<file path="config.mk">
export PLATFORM = sky130hd
export DESIGN_NAME = flash_erase_ctrl
export DESIGN_NICKNAME = d
export VERILOG_FILES = /design/src/rtl/flash_pkg.sv /design/src/rtl/flash_lowest_set.sv /design/src/rtl/flash_erase_ctrl.sv
export SDC_FILE = /design/constraint.sdc
export NUM_CORES = 1
export LEC_CHECK = 0
export BUFFER_PORTS_ARGS = -buffer_cell sky130_fd_sc_hd__buf_2
export CAP_MARGIN = 20
export CORE_ASPECT_RATIO = 1.5
export CORE_MARGIN = 4
export CORE_UTILIZATION = 30
export CTS_CLUSTER_DIAMETER = 50
export DETAILED_ROUTE_END_ITERATION = 8
export GPL_ROUTABILITY_DRIVEN = 0
export PLACE_DENSITY_LB_ADDON = 0.05
export SLEW_MARGIN = 0
export SYNTH_ARGS = -nofsm -noshare
export SYNTH_HDL_FRONTEND = slang
export SYNTH_SLANG_ARGS = --single-unit
export TNS_END_PERCENT = 100
</file>
<file path="constraint.sdc">
create_clock -name clk -period 2.05 [get_ports clk]
set_input_delay 0.205 -clock clk [delete_from_list [all_inputs] [get_ports clk]]
set_output_delay 0.205 -clock clk [all_outputs]
set_load 0.1 [all_outputs]
</file>
<file path="src/rtl/flash_pkg.sv">
package flash_pkg;
    typedef enum logic [0:0] {
        ERS_IDLE = 1'b0,
        ERS_WIPE = 1'b1
    } ers_state_t;
endpackage

</file>
<file path="src/rtl/flash_lowest_set.sv">
module flash_lowest_set #(
    parameter int N = 16,
    localparam int IW = (N > 1) ? $clog2(N) : 1
) (
    input  logic [N-1:0]  vec,
    output logic [IW-1:0] idx,
    output logic          found
);
    always_comb begin
        idx   = '0;
        found = 1'b0;
        for (int i = N - 1; i >= 0; i--) begin
            if (vec[i]) begin
                idx   = IW'(i);
                found = 1'b1;
            end
        end
    end
endmodule

</file>
<file path="src/rtl/flash_erase_ctrl.sv">
module flash_erase_ctrl
    import flash_pkg::*;
#(
    parameter int SECTORS   = 16,
    parameter int ERASE_CYC = 4,
    localparam int SECT_W = $clog2(SECTORS),
    localparam int CNT_W  = $clog2(ERASE_CYC + 1)
) (
    input  logic               clk,
    input  logic               rst_n,
    input  logic               start,
    input  logic [SECTORS-1:0] start_mask,
    output logic               busy,
    output logic               wipe_en,
    output logic [SECT_W-1:0]  wipe_sect,
    output logic [SECTORS-1:0] held_mask
);
    ers_state_t         state, state_nx;
    logic [SECTORS-1:0] pending;
    logic [SECTORS-1:0] pending_left;
    logic [CNT_W-1:0]   tick;
    logic [SECT_W-1:0]  cur;
    logic               cur_found;
    logic               last_tick;

    flash_lowest_set #(.N(SECTORS)) u_pick (
        .vec   (pending),
        .idx   (cur),
        .found (cur_found)
    );

    assign last_tick    = (tick == CNT_W'(ERASE_CYC - 1)) && cur_found;
    assign pending_left = pending & ~(SECTORS'(1) << cur);

    always_comb begin
        state_nx = state;
        unique case (state)
            ERS_IDLE: if (start) state_nx = ERS_WIPE;
            ERS_WIPE: if (last_tick && (pending_left == '0)) state_nx = ERS_IDLE;
            default:  state_nx = ERS_IDLE;
        endcase
    end

    always_ff @(posedge clk) begin
        if (!rst_n) state <= ERS_IDLE;
        else        state <= state_nx;
    end

    always_ff @(posedge clk) begin
        if (!rst_n) begin
            pending   <= '0;
            held_mask <= '0;
            tick      <= '0;
        end else begin
            unique case (state)
                ERS_IDLE: begin
                    tick <= '0;
                    if (start) begin
                        pending   <= start_mask;
                        held_mask <= start_mask;
                    end
                end
                ERS_WIPE: begin
                    if (last_tick) begin
                        tick    <= '0;
                        pending <= pending_left;
                    end else begin
                        tick <= tick + CNT_W'(1);
                    end
                end
                default: tick <= '0;
            endcase
        end
    end

    always_comb begin
        busy      = (state == ERS_WIPE);
        wipe_en   = (state == ERS_WIPE) && last_tick;
        wipe_sect = cur;
    end
endmodule

</file>
==> run metrics <==
Yosys reg bits 36; die extent in y 108 um; slack of the worst reg-to-reg path 0.05 ns; unrepaired setup endpoints after global routing true; ratio of cells with drive above 1 in the final layout between 40% and 50%; Worst path slowest cell sky130_fd_sc_hd__dfxtp_4; number of filler cells placed in the layout 662; R2R Path End busy; final hold violation count 0; power per cell area ~790 mW/mm2; number of cells on the worst hold path 3; total number of H-tree levels 2; clock slew at the register clock pins of the worst setup and hold paths around 0.080 ns; Worst path max stage delay about 0.38 ns; element type at the critical path start flop; final worst setup slack 0.0462 ns; arrival time of data at the critical path endpoint 2.17 ns; terminating pin of the worst hold path held_mask[11]; Worst IR Drop VDD 0.000411 V; number of nets with antenna violations after detailed routing 0; type of the worst setup path flop to flop; IO buf count 40; max-capacitance violation count 0; startpoint of the worst-slack reg-to-reg timing path pending[7]; buffering stage count on the worst path with inverters included 1; share of the synthesized area in the top cell type 36.1%; placeable core region approximately 0.0065 mm2; width of the chip 74.6 um; Max Fclk about 500 MHz; leakage power total around 1.3 nW; root cell of the clock tree sky130_fd_sc_hd__clkbuf_8; area growth from synthesis to layout 53.2%; First-pass DRT Iterations 4; maximum number of buffers from clock root to sink 2; post-layout min period ~2 ns; setup-violating endpoint count in the final report 0; Starting Density roughly 31%; vias between 2000 and 2500; placed cell area between 0.002 and 0.003 mm2; final instance area 0.00306 mm2; Async SR Flop Fraction 0%; Final Slew Violations 0; Clock Latency Late Sink 0.29 ns; top_reg_cell synth sky130_fd_sc_hd__dfxtp_1; startpoint of the most critical hold path start_mask[11]; cells traversed along the worst timing path nor3_4 -> nand2b_1 -> o211ai_1 -> buf_4 -> nand2_2 -> o32a_1 -> o22ai_1 -> o211a_1 -> a31oi_1; floorplan die area about 0.0081 mm2; # DRC 0; average wire per standard cell 16.0 um; 1st-iter DRT viols roughly 130; Synth Cell Area around 0.002 mm2; wire length of the first global-routing pass ~11 mm; antenna violations before repair 0; remaining global-route overflow 0; sum of routed wire length over all layers 6.69 mm; global routing usage summed across all routing layers between 15 and 20%; sequential-to-total area share from yosys stat between 30% and 40%; clock net sink count 36; clock tree from TritonCTS yes; Synth area leader sky130_fd_sc_hd__dfxtp_1; final critical-path share of the clock period around 100%; Top Ports between 40 and 50; leading post-synthesis cells by cell area sky130_fd_sc_hd__dfxtp_1 (36%), sky130_fd_sc_hd__nand2_1 (11%), sky130_fd_sc_hd__a21boi_0 (7.5%), sky130_fd_sc_hd__o21ai_0 (3.8%), sky130_fd_sc_hd__a21oi_1 (3.3%); normalized max-slew margin between 60 and 70%; post-route clock skew ~0.0093 ns; number of cells on the worst reg-to-reg path 9; count of cell types in the netlist 50; hold buffers post-CTS 0; vias in the first global route 2135; FP Rows 36; number of warnings reported in the yosys synthesis log 0; number of diodes 0; Tightest Hold Check Type primary input to flop; Synthesized Nets approximately 270; number of flops mapped to enable cells by yosys 0; dominant delay contributor by cell family on the critical path compound AO/OA/AOI/OAI gates; run status finished clean; Syn Area/Cell 8.05 um2; CP max FO 6; drt via density a little over 5; largest net degree at the start of global routing 35; nature of the critical path endpoint flop; required time of the critical path between 2 and 2.5 ns; minimum setup slack after placement -0.0892 ns; cell count after synthesis roughly 250; Slew @ Worst Pin approximately 0.56 ns; CTS buffer count 5; number of nets in the final layout roughly 360; Final HPWL DP 5.14 mm
==> per-layer routing <==
layer	vias to the layer above	wire length (um)	share of wire [%]	GRT usage, %
met1	973	2790	42	22.3
met2	66	3370	50	30.3
met5	-	0	0	0
met3	20	253	3.8	2.99
met4	0	278	4.2	8.78
li1	1061	-	-	-
==> worst reg2reg max path: cells and delay by family, from the launching register on <==
family | cells | cell delay, ns
simple gates | 3 | 0.40
flops | 1 | 0.38
buf+inv | 1 | 0.17
compound gates | 5 | 0.95
==> flip-flops by register name, summed over array words and instances (netlist names) <==
signal,flops
busy,1
held_mask,16
pending,16
tick,3
==> report_power, final <==
| part | total (W) | internal (W) | switching (W) |
|---|---|---|---|
| combinational | 0.00108 | 0.000443 | 0.000634 |
| clock | 0.000558 | 0.000300 | 0.000258 |
| sequential | 0.000791 | 0.000740 | 0.0000502 |
==> layout make-up <==
class / count / area [um2] / area share, %
multi-input cells: 190 / 1310 / 42.9
clock buffers: 7 / 96.3 / 3.15
inverters: 8 / 32.5 / 1.06
well taps: 76 / 95.1 / 3.11
repair buffers: 102 / 783 / 25.6
flip-flops and latches: 36 / 739 / 24.2
==> cells in the final DEF, fill, tap and decap left out, types with 5 or more instances in the layout <==
cell / n
sky130_fd_sc_hd__clkbuf_8: 7
sky130_fd_sc_hd__buf_12: 6
sky130_fd_sc_hd__buf_6: 8
sky130_fd_sc_hd__dfxtp_1: 27
sky130_fd_sc_hd__o21ai_0: 13
sky130_fd_sc_hd__nand2_1: 57
sky130_fd_sc_hd__a21oi_1: 11
sky130_fd_sc_hd__a21boi_0: 19
sky130_fd_sc_hd__dfxtp_2: 6
sky130_fd_sc_hd__nor2_1: 12
sky130_fd_sc_hd__inv_1: 7
sky130_fd_sc_hd__buf_2: 35
sky130_fd_sc_hd__o211ai_1: 5
sky130_fd_sc_hd__buf_4: 53
sky130_fd_sc_hd__a21boi_1: 5
sky130_fd_sc_hd__nor3_1: 7
==> repair_timing <==
| item | 4_1_cts | 5_1_grt |
|---|---|---|
| gates cloned | 0 | 0 |
| endpoints found under the hold margin | 0 | 0 |
| setup endpoints to repair | 4 | 14 |
| gates resized for setup | 15 | 26 |
| pin swaps | 11 | 16 |
| setup buffers | 11 | 5 |
==> logic make-up after synthesis <==
| kind of cell | count (synthesis) | synth area share [%] |
|---|---|---|
| adders and majority gates | 2 | 1.25 |
| DFF | 36 | 36.1 |
| and+or+nand+nor | 106 | 27.4 |
| AOI/OAI and AO/OA | 82 | 30.0 |
| buffers and inverters | 22 | 5.26 |
==> Yosys cell counts, drive strengths merged, types with 3 or more instances <==
master / n
clkbuf: 8
o211ai: 5
a21boi: 25
nor3: 8
nand2b: 3
buf: 6
nor4: 6
a31oi: 3
nor2: 18
a21oi: 14
dfxtp: 36
nor2b: 5
o21ai: 16
inv: 8
nand2: 62
==> worst max path at each step <==
stage | from | to | depth (start not counted) | slack, ns
after detailed placement | pending[7] | busy | 8 | -0.09
after floorplan | pending[8] | busy | 9 | -0.31
after CTS | pending[5] | busy | 10 | 0.003
after global routing | pending[11] | busy | 9 | -0.03
final | pending[7] | busy | 9 | 0.05
after global placement | pending[7] | busy | 8 | -0.12
==> metrics by stage <==
| step | utilization (%) | hold WS [ns] | instances | total power (W) | setup TNS (ns) |
|---|---|---|---|---|---|
| 6_report | 47.2 | 0.186 | 419 | 0.00243 | 0 |
| 5_1_grt | 47.2 | 0.184 | 419 | 0.00255 | -0.0284 |
| 4_1_cts | 45.2 | 0.177 | 415 | 0.00238 | 0 |
| 3_5_place_dp | 41.7 | 0.417 | 398 | 0.00175 | -0.154 |
| 3_3_place_gp | 41.7 | 0.416 | 398 | 0.00176 | -0.306 |
| 2_1_floorplan | - | 0.343 | 248 | 0.00139 | -2.75 |
No activity file was read; power rests on OpenSTA's default activity.
